## config.mk

```make
export PLATFORM = sky130hd
export DESIGN_NAME = exc_entry_seq
export DESIGN_NICKNAME = d
export VERILOG_FILES = /design/src/rtl/exc_entry_pkg.sv /design/src/rtl/exc_arbiter.sv /design/src/rtl/exc_ctx_update.sv /design/src/rtl/exc_vec_fetch.sv /design/src/rtl/exc_entry_seq.sv
export SDC_FILE = /design/constraint.sdc
export NUM_CORES = 1
export LEC_CHECK = 0
export BUFFER_PORTS_ARGS = -buffer_cell sky130_fd_sc_hd__buf_2
export CORE_AREA = 4 4 192 194
export DETAILED_ROUTE_END_ITERATION = 10
export DIE_AREA = 0 0 196 198
export GPL_TIMING_DRIVEN = 0
export PLACE_DENSITY = 0.71
export SYNTH_ARGS = -nofsm -noshare
export SYNTH_HDL_FRONTEND = slang
export SYNTH_SLANG_ARGS = --single-unit
```

## constraint.sdc

```tcl
create_clock -name clk -period 2.8 [get_ports clk]
set_input_delay 0.42 -clock clk [delete_from_list [all_inputs] [get_ports clk]]
set_output_delay 0.42 -clock clk [all_outputs]
set_load 0.02 [all_outputs]
```

## src/rtl/exc_entry_pkg.sv

```systemverilog
package exc_entry_pkg;
   // Source code values also appear on the taken_src port.
   typedef enum logic [1:0] {
      SRC_IRQ  = 2'd0,
      SRC_BRK  = 2'd1,
      SRC_BFLT = 2'd2,
      SRC_NMI  = 2'd3
   } exc_src_e;

   typedef enum logic [1:0] {
      ST_IDLE  = 2'd0,
      ST_SAVE  = 2'd1,
      ST_FETCH = 2'd2,
      ST_DONE  = 2'd3
   } seq_state_e;

   localparam int NUM_SRC = 4;
endpackage

```

## src/rtl/exc_arbiter.sv

```systemverilog
module exc_arbiter
   import exc_entry_pkg::*;
#(
   parameter int XLEN      = 32,
   parameter int VW        = 8,
   parameter int VER_W     = 8,
   parameter int I_BIT     = 6,
   parameter int M_BIT_OLD = 7,
   parameter int M_BIT_NEW = 30,
   parameter int VER_SPLIT = 32,
   parameter int M_LAYOUT  = 0
) (
   input  logic             clk,
   input  logic             rst_n,
   input  logic             enable,
   input  logic             irq_req,
   input  logic             irq_lock,
   input  logic             nmi_req,
   input  logic             brk_req,
   input  logic             bf_req,
   input  logic [XLEN-1:0]  ccs,
   input  logic [VER_W-1:0] arch_ver,
   input  logic [VW-1:0]    irq_vec,
   input  logic [VW-1:0]    brk_vec,
   input  logic [VW-1:0]    bf_vec,
   output logic             take,
   output exc_src_e         src,
   output logic [VW-1:0]    vec,
   output logic [XLEN-1:0]  m_mask
);
   localparam logic [XLEN-1:0] OLD_MASK = XLEN'(1) << M_BIT_OLD;
   localparam logic [XLEN-1:0] NEW_MASK = XLEN'(1) << M_BIT_NEW;

   logic [NUM_SRC-1:0] grant;
   logic               m_ok;
   logic               irq_ok;

   // M_LAYOUT: 0 picks the flag position from arch_ver, 1 fixes the old one, 2 the new one.
   generate
      if (M_LAYOUT == 0) begin : g_m_runtime
         assign m_mask = (arch_ver < VER_W'(VER_SPLIT)) ? OLD_MASK : NEW_MASK;
      end else if (M_LAYOUT == 1) begin : g_m_old
         assign m_mask = OLD_MASK;
      end else begin : g_m_new
         assign m_mask = NEW_MASK;
      end
   endgenerate

   always_comb begin
      m_ok   = |(ccs & m_mask);
      irq_ok = irq_req & ccs[I_BIT] & ~irq_lock;
      grant  = '0;
      if (enable) begin
         if (nmi_req && m_ok)   grant[SRC_NMI]  = 1'b1;
         else if (bf_req)       grant[SRC_BFLT] = 1'b1;
         else if (brk_req)      grant[SRC_BRK]  = 1'b1;
         else if (irq_ok)       grant[SRC_IRQ]  = 1'b1;
      end
   end

   always_comb begin
      take = |grant;
      src  = SRC_IRQ;
      vec  = irq_vec;
      if (grant[SRC_NMI]) begin
         src = SRC_NMI;
         vec = '0;
      end else if (grant[SRC_BFLT]) begin
         src = SRC_BFLT;
         vec = bf_vec;
      end else if (grant[SRC_BRK]) begin
         src = SRC_BRK;
         vec = brk_vec;
      end
   end

   AST_ONE_GRANT: assert property (@(posedge clk) disable iff (!rst_n)
      $onehot0(grant));
   AST_IRQ_GATE: assert property (@(posedge clk) disable iff (!rst_n)
      grant[SRC_IRQ] |-> (irq_req && ccs[I_BIT] && !irq_lock));
   AST_NMI_GATE: assert property (@(posedge clk) disable iff (!rst_n)
      grant[SRC_NMI] |-> ((ccs & m_mask) != '0));
endmodule

```

## src/rtl/exc_ctx_update.sv

```systemverilog
module exc_ctx_update
   import exc_entry_pkg::*;
#(
   parameter int XLEN      = 32,
   parameter int VW        = 8,
   parameter int DSW       = 2,
   parameter int U_BIT     = 8,
   parameter int EXS_LSB   = 8,
   parameter int CCS_KEEP  = 2,
   parameter int CCS_SHIFT = 10
) (
   input  exc_src_e        src,
   input  logic [VW-1:0]   vec,
   input  logic [XLEN-1:0] pc,
   input  logic [XLEN-1:0] ccs,
   input  logic [XLEN-1:0] sp,
   input  logic [XLEN-1:0] ksp,
   input  logic [DSW-1:0]  ds,
   input  logic [XLEN-1:0] m_mask,
   output logic [XLEN-1:0] ret_addr,
   output logic            is_nmi,
   output logic [XLEN-1:0] exs,
   output logic [XLEN-1:0] ccs_new,
   output logic [XLEN-1:0] sp_new,
   output logic [XLEN-1:0] usp_new,
   output logic            swap,
   output logic            ds_hit
);
   localparam logic [XLEN-1:0] KEEP_MASK = ~({XLEN{1'b1}} >> CCS_KEEP);

   logic [XLEN-1:0] ccs_m;

   always_comb begin
      is_nmi   = (src == SRC_NMI);
      ccs_m    = is_nmi ? (ccs & ~m_mask) : ccs;
      // Top bits stay put; the rest moves up by CCS_SHIFT and the low bits fill with zero.
      ccs_new  = (ccs_m & KEEP_MASK) |
                 ((ccs_m << (CCS_SHIFT + CCS_KEEP)) >> CCS_KEEP);
      exs      = XLEN'(vec) << EXS_LSB;
      ret_addr = pc - XLEN'(ds);
      ds_hit   = (ds != '0);
      swap     = ccs[U_BIT];
      sp_new   = swap ? ksp : sp;
      usp_new  = sp;
   end
endmodule

```

## src/rtl/exc_vec_fetch.sv

```systemverilog
module exc_vec_fetch #(
   parameter int XLEN = 32,
   parameter int VW   = 8
) (
   input  logic            clk,
   input  logic            rst_n,
   input  logic            start,
   input  logic [XLEN-1:0] base,
   input  logic [VW-1:0]   vec,
   output logic            rd_valid,
   output logic [XLEN-1:0] rd_addr,
   input  logic            rd_ready,
   input  logic [XLEN-1:0] rd_data,
   output logic            fetched,
   output logic [XLEN-1:0] pc_new
);
   localparam int WORD_SH = 2;

   logic            act_q;
   logic [XLEN-1:0] addr_q;
   logic [XLEN-1:0] pc_q;

   always_ff @(posedge clk or negedge rst_n) begin
      if (!rst_n) begin
         act_q  <= 1'b0;
         addr_q <= '0;
         pc_q   <= '0;
      end else if (start) begin
         act_q  <= 1'b1;
         addr_q <= base + (XLEN'(vec) << WORD_SH);
      end else if (act_q && rd_ready) begin
         act_q  <= 1'b0;
         pc_q   <= rd_data;
      end
   end

   assign rd_valid = act_q;
   assign rd_addr  = addr_q;
   assign fetched  = act_q & rd_ready;
   assign pc_new   = pc_q;

   AST_RD_HOLD: assert property (@(posedge clk) disable iff (!rst_n)
      (rd_valid && !rd_ready) |=> (rd_valid && $stable(rd_addr)));
endmodule

```

## src/rtl/exc_entry_seq.sv

```systemverilog
module exc_entry_seq
   import exc_entry_pkg::*;
#(
   parameter int XLEN      = 32,
   parameter int VW        = 8,
   parameter int VER_W     = 8,
   parameter int DSW       = 2,
   parameter int I_BIT     = 6,
   parameter int U_BIT     = 8,
   parameter int M_BIT_OLD = 7,
   parameter int M_BIT_NEW = 30,
   parameter int VER_SPLIT = 32,
   parameter int EXS_LSB   = 8,
   parameter int CCS_KEEP  = 2,
   parameter int CCS_SHIFT = 10,
   parameter int M_LAYOUT  = 0
) (
   input  logic             clk,
   input  logic             rst_n,
   input  logic             irq_req,
   input  logic [VW-1:0]    irq_vec,
   input  logic             irq_lock,
   input  logic             nmi_req,
   input  logic             brk_req,
   input  logic [VW-1:0]    brk_vec,
   input  logic             bf_req,
   input  logic [VW-1:0]    bf_vec,
   input  logic [VER_W-1:0] arch_ver,
   input  logic [XLEN-1:0]  cur_pc,
   input  logic [XLEN-1:0]  cur_ccs,
   input  logic [XLEN-1:0]  cur_sp,
   input  logic [XLEN-1:0]  kern_sp,
   input  logic [XLEN-1:0]  vbase,
   input  logic [DSW-1:0]   dslot_amt,
   output logic             rd_valid,
   output logic [XLEN-1:0]  rd_addr,
   input  logic             rd_ready,
   input  logic [XLEN-1:0]  rd_data,
   output logic             busy,
   output logic             done,
   output logic [1:0]       taken_src,
   output logic [XLEN-1:0]  new_pc,
   output logic [XLEN-1:0]  erp_out,
   output logic             erp_we,
   output logic [XLEN-1:0]  nrp_out,
   output logic             nrp_we,
   output logic [XLEN-1:0]  exs_out,
   output logic [XLEN-1:0]  ccs_out,
   output logic [XLEN-1:0]  sp_out,
   output logic [XLEN-1:0]  usp_out,
   output logic             usp_we,
   output logic             dslot_clr,
   output logic             double_fault
);
   localparam logic [XLEN-1:0] EXS_FIELD = ((XLEN'(1) << VW) - XLEN'(1)) << EXS_LSB;
   localparam logic [XLEN-1:0] LOW_MASK  = (XLEN'(1) << CCS_SHIFT) - XLEN'(1);

   // Elaboration-time parameter checks.
   generate
      if (CCS_KEEP + CCS_SHIFT >= XLEN) begin : g_bad_shift
         $error("condition-code shift leaves no moved bits");
      end
      if (U_BIT >= CCS_SHIFT) begin : g_bad_ubit
         $error("user flag must lie in the bits cleared by the shift");
      end
      if (EXS_LSB + VW > XLEN) begin : g_bad_exs
         $error("vector field does not fit the status word");
      end
      if (I_BIT >= XLEN || M_BIT_OLD >= XLEN || M_BIT_NEW >= XLEN) begin : g_bad_flag
         $error("flag position outside the condition-code word");
      end
      if (DSW < 1 || DSW >= XLEN) begin : g_bad_dsw
         $error("delay-slot width out of range");
      end
      if (M_LAYOUT < 0 || M_LAYOUT > 2) begin : g_bad_layout
         $error("unknown M flag layout option");
      end
   endgenerate

   seq_state_e      state_q;
   exc_src_e        src_q;
   logic [VW-1:0]   vec_q;
   logic [XLEN-1:0] pc_q, ccs_q, sp_q, ksp_q, base_q, mmask_q;
   logic [DSW-1:0]  ds_q;

   logic            arb_take;
   exc_src_e        arb_src;
   logic [VW-1:0]   arb_vec;
   logic [XLEN-1:0] arb_mmask;

   logic [XLEN-1:0] c_ret, c_exs, c_ccs, c_sp, c_usp;
   logic            c_nmi, c_swap, c_ds;

   logic [XLEN-1:0] ret_r, exs_r, ccs_r, sp_r, usp_r;
   logic            nmi_r, swap_r, ds_r, df_q;
   logic            fetch_start, fetched;

   exc_arbiter #(
      .XLEN(XLEN), .VW(VW), .VER_W(VER_W), .I_BIT(I_BIT),
      .M_BIT_OLD(M_BIT_OLD), .M_BIT_NEW(M_BIT_NEW),
      .VER_SPLIT(VER_SPLIT), .M_LAYOUT(M_LAYOUT)
   ) i_arb (
      .clk(clk), .rst_n(rst_n), .enable(state_q == ST_IDLE),
      .irq_req(irq_req), .irq_lock(irq_lock), .nmi_req(nmi_req),
      .brk_req(brk_req), .bf_req(bf_req), .ccs(cur_ccs), .arch_ver(arch_ver),
      .irq_vec(irq_vec), .brk_vec(brk_vec), .bf_vec(bf_vec),
      .take(arb_take), .src(arb_src), .vec(arb_vec), .m_mask(arb_mmask)
   );

   exc_ctx_update #(
      .XLEN(XLEN), .VW(VW), .DSW(DSW), .U_BIT(U_BIT), .EXS_LSB(EXS_LSB),
      .CCS_KEEP(CCS_KEEP), .CCS_SHIFT(CCS_SHIFT)
   ) i_ctx (
      .src(src_q), .vec(vec_q), .pc(pc_q), .ccs(ccs_q), .sp(sp_q), .ksp(ksp_q),
      .ds(ds_q), .m_mask(mmask_q), .ret_addr(c_ret), .is_nmi(c_nmi),
      .exs(c_exs), .ccs_new(c_ccs), .sp_new(c_sp), .usp_new(c_usp),
      .swap(c_swap), .ds_hit(c_ds)
   );

   assign fetch_start = (state_q == ST_SAVE);

   exc_vec_fetch #(.XLEN(XLEN), .VW(VW)) i_fetch (
      .clk(clk), .rst_n(rst_n), .start(fetch_start), .base(base_q), .vec(vec_q),
      .rd_valid(rd_valid), .rd_addr(rd_addr), .rd_ready(rd_ready),
      .rd_data(rd_data), .fetched(fetched), .pc_new(new_pc)
   );

   // Sequencer and context snapshot.
   always_ff @(posedge clk or negedge rst_n) begin
      if (!rst_n) begin
         state_q <= ST_IDLE;
         src_q   <= SRC_IRQ;
         vec_q   <= '0;
         pc_q    <= '0;
         ccs_q   <= '0;
         sp_q    <= '0;
         ksp_q   <= '0;
         base_q  <= '0;
         mmask_q <= '0;
         ds_q    <= '0;
      end else begin
         unique case (state_q)
            ST_IDLE: if (arb_take) begin
               state_q <= ST_SAVE;
               src_q   <= arb_src;
               vec_q   <= arb_vec;
               pc_q    <= cur_pc;
               ccs_q   <= cur_ccs;
               sp_q    <= cur_sp;
               ksp_q   <= kern_sp;
               base_q  <= vbase;
               mmask_q <= arb_mmask;
               ds_q    <= dslot_amt;
            end
            ST_SAVE:  state_q <= ST_FETCH;
            ST_FETCH: if (fetched) state_q <= ST_DONE;
            ST_DONE:  state_q <= ST_IDLE;
            default:  state_q <= ST_IDLE;
         endcase
      end
   end

   // Result registers, loaded once per entry.
   always_ff @(posedge clk or negedge rst_n) begin
      if (!rst_n) begin
         ret_r  <= '0;
         exs_r  <= '0;
         ccs_r  <= '0;
         sp_r   <= '0;
         usp_r  <= '0;
         nmi_r  <= 1'b0;
         swap_r <= 1'b0;
         ds_r   <= 1'b0;
      end else if (state_q == ST_SAVE) begin
         ret_r  <= c_ret;
         exs_r  <= c_exs;
         ccs_r  <= c_ccs;
         sp_r   <= c_sp;
         usp_r  <= c_usp;
         nmi_r  <= c_nmi;
         swap_r <= c_swap;
         ds_r   <= c_ds;
      end
   end

   always_ff @(posedge clk or negedge rst_n) begin
      if (!rst_n) df_q <= 1'b0;
      else if (bf_req && (state_q != ST_IDLE) && (src_q == SRC_BFLT)) df_q <= 1'b1;
   end

   assign busy         = (state_q != ST_IDLE);
   assign done         = (state_q == ST_DONE);
   assign taken_src    = src_q;
   assign erp_out      = ret_r;
   assign nrp_out      = ret_r;
   assign erp_we       = done & ~nmi_r;
   assign nrp_we       = done & nmi_r;
   assign exs_out      = exs_r;
   assign ccs_out      = ccs_r;
   assign sp_out       = sp_r;
   assign usp_out      = usp_r;
   assign usp_we       = done & swap_r;
   assign dslot_clr    = done & ds_r;
   assign double_fault = df_q;

   AST_CCS_LOW_CLEAR: assert property (@(posedge clk) disable iff (!rst_n)
      done |-> ((ccs_out & LOW_MASK) == '0));
   AST_EXS_CLEAN: assert property (@(posedge clk) disable iff (!rst_n)
      done |-> ((exs_out & ~EXS_FIELD) == '0));
   AST_ONE_RET: assert property (@(posedge clk) disable iff (!rst_n)
      done |-> (erp_we ^ nrp_we));
   AST_DONE_PULSE: assert property (@(posedge clk) disable iff (!rst_n)
      done |=> !done);
   AST_DF_STICKY: assert property (@(posedge clk) disable iff (!rst_n)
      double_fault |=> double_fault);
   AST_NO_STROBE_IDLE: assert property (@(posedge clk) disable iff (!rst_n)
      !done |-> !(erp_we || nrp_we || usp_we || dslot_clr));
endmodule

```

==> results of run 1 <==
routing by layer:
metal  track usage (%)  vias up
li1                  -     5321
met1             27.62     5817
met2             39.41      416
met3             5.734       90
met4             8.482        8
met5                 0        -
power by group through the flow:
stage / clock network [mW] / registers, mW / logic, mW
after detailed placement: 0 / 9.86 / 12.3
after CTS: 5.45 / 9.80 / 12.4
after global routing: 5.65 / 10.2 / 13.4
after floorplan: 0 / 11.1 / 6.72
after global placement: 0 / 9.71 / 12.1
final: 5.33 / 9.83 / 12.3
area by class of cell:
cell class / count / area [µm²] / share of cell area [%]
Sequential cell: 360 / 9010 / 44.59
Buffer: 128 / 770.7 / 3.814
Clock buffer: 61 / 1221 / 6.043
Timing Repair Buffer: 457 / 2377 / 11.76
Clock inverter: 12 / 125.1 / 0.6192
Multi-Input combinational cell: 758 / 6023 / 29.81
Inverter: 24 / 90.09 / 0.4458
Antenna cell: 5 / 12.51 / 0.06192
Tap cell: 461 / 576.8 / 2.854
worst reg2reg max path, delay by kind of cell, from the launching register on:
family	cells	cell delay (ps)
flops	1	400
buf+inv	2	350
simple gates	2	540
fa+ha+maj	2	500
compound gates	4	800
worst max path at each step:
| stage | start | end | slack (ps) |
|---|---|---|---|
| after CTS | arch_ver[7] | pc_q[0]$_DFFE_PN0P_ | 10 |
| after global routing | pc_q[0]$_DFFE_PN0P_ | erp_out[26]$_DFFE_PN0P_ | -7 |
| after detailed placement | arch_ver[7] | pc_q[1]$_DFFE_PN0P_ | -570 |
| after global placement | rst_n | ksp_q[10]$_DFFE_PN0P_ | -5600 |
| after floorplan | vec_q[0]$_DFFE_PN0P_ | i_fetch.rd_addr[30]$_DFFE_PN0P_ | 560 |
| final | vec_q[0]$_DFFE_PN0P_ | i_fetch.rd_addr[26]$_DFFE_PN0P_ | 140 |
sequential cells by signal (all words and copies together) (netlist names), 2 cells and up:
signal           cells
ccs_q               22
mmask_q              2
pc_q                32
state_q              2
erp_out             32
usp_out             32
i_fetch.rd_addr     32
sp_q                32
ds_q                 2
base_q              32
ccs_out             22
exs_out              8
ksp_q               32
vec_q                8
i_fetch.pc_new      32
sp_out              32
taken_src            2
Yosys cell counts, types with 7 or more instances:
cell type | count | area share, %
mux2i_1 | 40 | 2.5
clkbuf_1 | 33 | 0.79
mux2_2 | 251 | 18
xor2_1 | 23 | 1.3
buf_2 | 17 | 0.54
a21oi_1 | 75 | 2.4
o21ai_0 | 36 | 1.1
nand2_1 | 23 | 0.55
inv_1 | 24 | 0.57
nor2_1 | 106 | 2.5
or3_1 | 7 | 0.28
buf_1 | 9 | 0.21
buf_4 | 67 | 3.2
a221oi_1 | 8 | 0.45
dfrtp_1 | 360 | 57
ha_1 | 14 | 1.1
xnor2_1 | 18 | 1.0
nor3_1 | 11 | 0.35
nand3_1 | 11 | 0.35
a31oi_1 | 14 | 0.56
cell families after synthesis:
group                      count (synthesis)  share of synthesized area, %
buffers and inverters                    152                         5.416
adders and majority gates                 16                         1.368
xor gates and xnor gates                  41                         2.283
muxes                                    291                         20.51
other                                      1                       0.02384
DFF                                      360                         57.27
and+or+nand+nor                          208                         6.824
AOI/OAI and AO/OA                        168                         6.307
per-stage QoR:
step	power (mW)	setup WS, ps	utilization [%]	hold slack, ps	TNS [ps]
finish	27.48	138.0	57.37	98.28	0
global route	29.18	-7.167	57.36	74.77	-12.48
CTS	27.67	14.03	57.21	61.54	0
detailed placement	22.19	-570.4	53.31	383.6	-85570
global placement	21.77	-5600	53.04	450.3	-2077930
floorplan	17.85	556.4	-	124.4	0
what timing repair did:
item / in CTS / in global routing
gates resized for setup: 2 / 15
hold buffers: 1 / 0
endpoints found under the hold margin: 60 / 0
buffers inserted: 2 / 1
setup endpoints to repair: 70 / 57
pin swaps: 1 / 1
==> metrics.txt, run 1 <==
# TYPE chip_impl_metric gauge
chip_impl_metric{name="part_of_the_power_in_registers",unit="%"} 35.8
chip_impl_metric{name="worst_path_arrival_time",unit="ps"} 3120
chip_impl_info{name="critPathLaunchType",value="flip-flop"} 1
chip_impl_info{name="hold_path_end",value="i_fetch.pc_new[8]$_DFFE_PN0P_"} 1
chip_impl_info{name="crit_path_frequent_cell",value="o21a_1"} 1
chip_impl_metric{name="die_height",unit="µm"} 198
chip_impl_metric{name="place.detailed.instances",unit=""} 2184
chip_impl_metric{name="fp-row-count",unit=""} 69
chip_impl_metric{name="report.final.hold_viol_count",unit=""} 0
chip_impl_metric{name="post-route-drc-count",unit=""} 0
chip_impl_metric{name="detailroute.wirelength.met3",unit="µm"} 3104
chip_impl_metric{name="routabilityCongestion",unit=""} 0.8832
chip_impl_metric{name="detailedRoute.firstIterationViolations",unit=""} 455
chip_impl_metric{name="area_delta_synth_final",unit="%"} 28.45
chip_impl_metric{name="postSynth.asyncResetShare",unit="%"} 100.0
chip_impl_info{name="worstReg2RegStart",value="vec_q[0]$_DFFE_PN0P_"} 1
chip_impl_metric{name="core_region_area",unit="µm²"} 35220
chip_impl_metric{name="finish.net_count",unit=""} 2019
chip_impl_metric{name="hold-path-cell-count",unit=""} 2
chip_impl_metric{name="via_per_inst",unit=""} 5.142
chip_impl_metric{name="final_min_period_over_clock_period",unit="%"} 95.07
chip_impl_metric{name="synth.lib_cells_used.distinct",unit=""} 58
chip_impl_metric{name="synth_area",unit="µm²"} 15730
chip_impl_metric{name="internal_reg_to_reg_setup_slack",unit="ps"} 140
chip_impl_info{name="root_buffer",value="clkbuf_16"} 1
chip_impl_metric{name="wl_per_cell",unit="µm"} 20.04
chip_impl_metric{name="worst_r2r_path_depth",unit=""} 10
chip_impl_metric{name="floorplan.io_pins",unit=""} 500
chip_impl_metric{name="power_leakage",unit="nW"} 9.505
chip_impl_metric{name="relSlewSlack",unit="%"} 32.76
chip_impl_metric{name="cp_slowest_stage_delay",unit="ps"} 400
chip_impl_info{name="timing.critical_path.slowest_stage_cell",value="dfrtp_2"} 1
chip_impl_metric{name="stdcell_count",unit=""} 2266
chip_impl_info{name="outcome",value="completed"} 1
chip_impl_metric{name="worst_setup_hold_path_clk_slew",unit="ps"} 60
chip_impl_metric{name="synth.avg_cell_area",unit="µm²"} 12.72
chip_impl_info{name="clock_tree_from_tritoncts",value="yes"} 1
chip_impl_metric{name="io_buffers",unit=""} 450
chip_impl_metric{name="pin_slew_with_the_least_headroom_to_its_limit",unit="ps"} 1009
chip_impl_metric{name="p_sw_share",unit="%"} 40.08
chip_impl_info{name="holdCritStartpoint",value="rd_data[8]"} 1
chip_impl_metric{name="fillerInstances",unit=""} 2992
chip_impl_metric{name="finalWorstPathRequiredPeriod",unit="ps"} 2662
chip_impl_metric{name="clk_pwr_share",unit="%"} 19.4
chip_impl_metric{name="worst_ir_drop_vdd",unit="mV"} 0.9002
chip_impl_info{name="highest_layer",value="met5"} 1
chip_impl_metric{name="dr_total_vias",unit=""} 11652
chip_impl_metric{name="clock_tree_skew_after_final_layout",unit="ps"} 18.63
chip_impl_metric{name="dieArea",unit="µm²"} 38810
chip_impl_metric{name="place_hpwl",unit="µm"} 34060
chip_impl_metric{name="grt_overflow_total",unit=""} 0
chip_impl_metric{name="first_global_vias",unit=""} 12113
chip_impl_metric{name="final_layout_size_suffix_gt1_share",unit="%"} 49.00
chip_impl_metric{name="comb_power_share",unit="%"} 44.8
chip_impl_info{name="path_delay_family",value="compound AO/OA/AOI/OAI gates"} 1
chip_impl_metric{name="report.final.slew_viol_count",unit=""} 0
chip_impl_metric{name="seq_area_frac_synth",unit="%"} 57.27
chip_impl_metric{name="detail-route-antenna-nets",unit=""} 0
chip_impl_metric{name="synth_enable_flop_cells",unit=""} 0
chip_impl_metric{name="m1WireLength",unit="µm"} 17850
chip_impl_metric{name="powerDensity",unit="nW/µm²"} 1360
chip_impl_metric{name="synthesized_instance_count",unit=""} 1237
chip_impl_info{name="rr_endpoint",value="i_fetch.rd_addr[26]$_DFFE_PN0P_"} 1
chip_impl_metric{name="number_of_buffers_between_clock_root_and_the_deepest_sink",unit=""} 3
chip_impl_metric{name="final_area",unit="µm²"} 20210
chip_impl_info{name="timing.hold.worst.class",value="input port to flip-flop"} 1
chip_impl_metric{name="grt_antenna_before_repair",unit=""} 9
chip_impl_metric{name="cp.depth",unit=""} 10
chip_impl_metric{name="grt_first_pass_wirelength",unit="µm"} 69160
chip_impl_metric{name="numClockSinks",unit=""} 360
chip_impl_metric{name="cp_num_buf_inv",unit=""} 2
chip_impl_info{name="critical_path_cell_list",value="ha_4 -> inv_1 -> fa_2 -> nor2b_1 -> o21a_1 -> o21a_1 -> o211ai_1 -> buf_4 -> or4_1 -> a31oi_1"} 1
chip_impl_metric{name="power.net_switching",unit="mW"} 11.01
chip_impl_metric{name="htreeDepth",unit=""} 2
chip_impl_info{name="most_frequent_cells_in_the_layout",value="buf_2 (466), dfrtp_1 (359), mux2_2 (251)"} 1
chip_impl_info{name="most_frequent_standard_cell_in_the_layout_excluding_fill_and_tap_cells",value="buf_2"} 1
chip_impl_metric{name="routed_wirelength",unit="µm"} 45420
chip_impl_metric{name="timing.fmax",unit="MHz"} 375.7
chip_impl_metric{name="start_util",unit="%"} 44.66
chip_impl_metric{name="setup-violations-final",unit=""} 0
chip_impl_metric{name="worstSkewPairLatency",unit="ps"} 550
chip_impl_metric{name="drt-pass1-iter-count",unit=""} 4
chip_impl_metric{name="fp.dieW",unit="µm"} 196
chip_impl_info{name="criticalPathCategory",value="flip-flop to flip-flop"} 1
chip_impl_metric{name="total_length_of_routed_met2_wires",unit="µm"} 22870
chip_impl_metric{name="critPathMaxFanout",unit=""} 7
chip_impl_metric{name="ys.warnings.count",unit=""} 0
chip_impl_metric{name="tritoncts_buffer_count",unit=""} 40
chip_impl_info{name="timing.critical_path.to_type",value="flip-flop"} 1
chip_impl_metric{name="maxCapViolations",unit=""} 0
chip_impl_metric{name="grt_use_total",unit="%"} 22.74
chip_impl_metric{name="synth_seq_cells",unit=""} 360
chip_impl_info{name="synth_ff_type",value="dfrtp_1"} 1
chip_impl_metric{name="required_time_of_the_worst_setup_path",unit="ps"} 3260
chip_impl_metric{name="internal_power",unit="mW"} 16.47
chip_impl_metric{name="pin_count_of_the_biggest_net_entering_global_routing",unit=""} 125
chip_impl_metric{name="placed_cell_area",unit="µm²"} 18780
No activity file was read; power rests on OpenSTA's default activity.
==> inputs of run 2 (changes only) <==
Settings changed: REMOVE_ABC_BUFFERS set to 1.
==> run 2 against run 1 <==
Combinational power shrank 6%. Routed wire length shrank 12%. Global-route usage decreased by 2.9 points. Largest power group unchanged. Cell area fell by 2.9%. Register-to-register slack gained 40 ps. Die area did not move. Critical path depth fell by 5.
==> metrics.txt, run 2 (same netlist as run 1, synthesis figures left out) <==
# TYPE chip_impl_metric gauge
chip_impl_metric{name="place_worst_setup_slack",unit="ps"} -1382
chip_impl_metric{name="report.final.hold_viol_count",unit=""} 0
chip_impl_metric{name="worstSkewPairLatency",unit="ps"} 530
chip_impl_metric{name="floorplan.io_pins",unit=""} 500
chip_impl_metric{name="post-route-drc-count",unit=""} 0
chip_impl_metric{name="worst_setup_hold_path_clk_slew",unit="ps"} 60
chip_impl_metric{name="htreeDepth",unit=""} 2
chip_impl_metric{name="pin_slew_with_the_least_headroom_to_its_limit",unit="ps"} 891.4
chip_impl_metric{name="core_region_area",unit="µm²"} 35220
chip_impl_metric{name="routed_wirelength",unit="µm"} 39800
chip_impl_metric{name="fp-row-count",unit=""} 69
chip_impl_metric{name="finish.net_count",unit=""} 1901
chip_impl_metric{name="fp.dieW",unit="µm"} 196
chip_impl_info{name="timing.hold.worst.class",value="input port to flip-flop"} 1
chip_impl_info{name="clock_tree_from_tritoncts",value="yes"} 1
chip_impl_metric{name="detail-route-antenna-nets",unit=""} 0
chip_impl_metric{name="worst_path_arrival_time",unit="ps"} 3030
chip_impl_info{name="timing.critical_path.to_type",value="flip-flop"} 1
chip_impl_info{name="root_buffer",value="clkbuf_16"} 1
chip_impl_metric{name="number_of_buffers_between_clock_root_and_the_deepest_sink",unit=""} 3
chip_impl_metric{name="place_hpwl",unit="µm"} 28750
chip_impl_metric{name="final_layout_size_suffix_gt1_share",unit="%"} 47.56
chip_impl_info{name="rsz_0062_raised_after_global_routing",value="no"} 1
chip_impl_metric{name="tritoncts_buffer_count",unit=""} 40
chip_impl_metric{name="required_time_of_the_worst_setup_path",unit="ps"} 3210
chip_impl_metric{name="area_delta_synth_final",unit="%"} 24.73
chip_impl_metric{name="pin_count_of_the_biggest_net_entering_global_routing",unit=""} 124
chip_impl_metric{name="worst_ir_drop_vdd",unit="mV"} 0.8837
chip_impl_info{name="most_frequent_standard_cell_in_the_layout_excluding_fill_and_tap_cells",value="buf_2"} 1
chip_impl_metric{name="grt_antenna_before_repair",unit=""} 4
chip_impl_metric{name="drt-pass1-iter-count",unit=""} 4
chip_impl_metric{name="first_global_vias",unit=""} 11304
chip_impl_metric{name="maxCapViolations",unit=""} 0
chip_impl_metric{name="dieArea",unit="µm²"} 38810
chip_impl_metric{name="relSlewSlack",unit="%"} 40.57
chip_impl_metric{name="final_min_period_over_clock_period",unit="%"} 93.50
chip_impl_metric{name="power_leakage",unit="nW"} 9.105
chip_impl_metric{name="detailedRoute.firstIterationViolations",unit=""} 348
chip_impl_metric{name="critPathMaxFanout",unit=""} 50
chip_impl_metric{name="grt_first_pass_wirelength",unit="µm"} 61430
chip_impl_metric{name="power",unit="mW"} 26.70
chip_impl_metric{name="finalWorstPathRequiredPeriod",unit="ps"} 2618
chip_impl_metric{name="postLayoutSetupSlackWorst",unit="ps"} 181.9
chip_impl_info{name="most_frequent_cells_in_the_layout",value="buf_2 (449), dfrtp_1 (359), mux2_2 (251)"} 1
chip_impl_metric{name="clock_tree_skew_after_final_layout",unit="ps"} 11.45
chip_impl_info{name="criticalPathCategory",value="flip-flop to flip-flop"} 1
chip_impl_info{name="critPathLaunchType",value="flip-flop"} 1
chip_impl_metric{name="timing.fmax",unit="MHz"} 382.0
chip_impl_metric{name="wl_per_cell",unit="µm"} 18.54
chip_impl_metric{name="grt_use_total",unit="%"} 19.81
chip_impl_metric{name="powerDensity",unit="nW/µm²"} 1361
chip_impl_metric{name="io_buffers",unit=""} 450
chip_impl_metric{name="start_util",unit="%"} 44.66
chip_impl_metric{name="dr_total_vias",unit=""} 11001
chip_impl_metric{name="numClockSinks",unit=""} 360
chip_impl_info{name="outcome",value="completed"} 1
chip_impl_metric{name="via_per_inst",unit=""} 5.126
chip_impl_metric{name="report.final.slew_viol_count",unit=""} 0
chip_impl_metric{name="die_height",unit="µm"} 198
chip_impl_metric{name="grt_overflow_total",unit=""} 0
chip_impl_metric{name="setup-violations-final",unit=""} 0
chip_impl_metric{name="routabilityCongestion",unit=""} 0.8163
==> run 2: cell types whose count changed in the layout (fill, tap and decap cells not counted), sizes merged <==
cell      delta
buf         -82
clkinvlp     +3
clkbuf      -42
bufinv       +1
==> run 2: metal layers <==
layer,track usage (%),part of all wire [%],vias up
li1,-,-,5087
met5,0,0.12,-
met3,5.258,7.9,72
met4,6.439,2.6,6
met1,24.59,39,5436
met2,33.99,50,400
==> run 2: final timing paths <==
path                       cells past startpoint  slack, ps                               to                startpoint
setup reg to reg                               5        180   i_fetch.pc_new[28]$_DFFE_PN0P_    state_q[1]$_DFFE_PN0P_
min in group asynchronous                      2        580  i_fetch.rd_addr[21]$_DFFE_PN0P_                     rst_n
hold reg to reg                                1        460         double_fault$_DFFE_PN0P_  double_fault$_DFFE_PN0P_
hold / removal                                 2        110             pc_q[18]$_DFFE_PN0P_                cur_pc[18]
max in group asynchronous                      3       1080   i_fetch.pc_new[25]$_DFFE_PN0P_                     rst_n
setup / recovery                               5        180   i_fetch.pc_new[28]$_DFFE_PN0P_    state_q[1]$_DFFE_PN0P_
==> run 2: area by class of cell <==
cell class                 instances  area, µm²
antenna                            5      12.51
sequential                       360       9010
tap                              461      576.8
clock buffer                      55       1139
clock inverter                    16      170.2
multi-input combinational        758       6036
fill                            2999      15600
timing repair buffer             467       2587
inverter                          24      90.09
==> run 2: worst max-delay path: stages, from the launching register on <==
cell,delay [ps]
dfrtp_1,400
inv_1,120
ha_4,540
inv_1,470
nand3_4,510
mux2_2,400
==> run 2: metrics by stage <==
stage	hold WS, ps	std cells	util [%]	TNS, ps	area [µm²]
after global placement	447.0	2053	50.88	-6108160	17920
after detailed placement	449.5	2065	51.80	-173580	18250
final	109.1	2146	55.70	0	19620
after floorplan	124.4	1142	-	-2274870	15090
after global routing	83.81	2142	55.68	0	19610
after CTS	69.94	2141	55.66	0	19600
==> run 2: repair_timing <==
item	in CTS	in global routing
buffers inserted	4	0
endpoints found under the hold margin	47	0
hold buffers	1	0
pin swaps	2	0
gates cloned	0	0
endpoints found under the setup margin	192	83
gates resized for setup	2	2
==> run 2: where the power goes <==
group | switching (mW) | internal, mW | leakage (nW)
Combinational | 6.48 | 5.16 | 4.28
Clock | 2.09 | 3.13 | 0.641
Sequential | 1.91 | 7.93 | 4.18
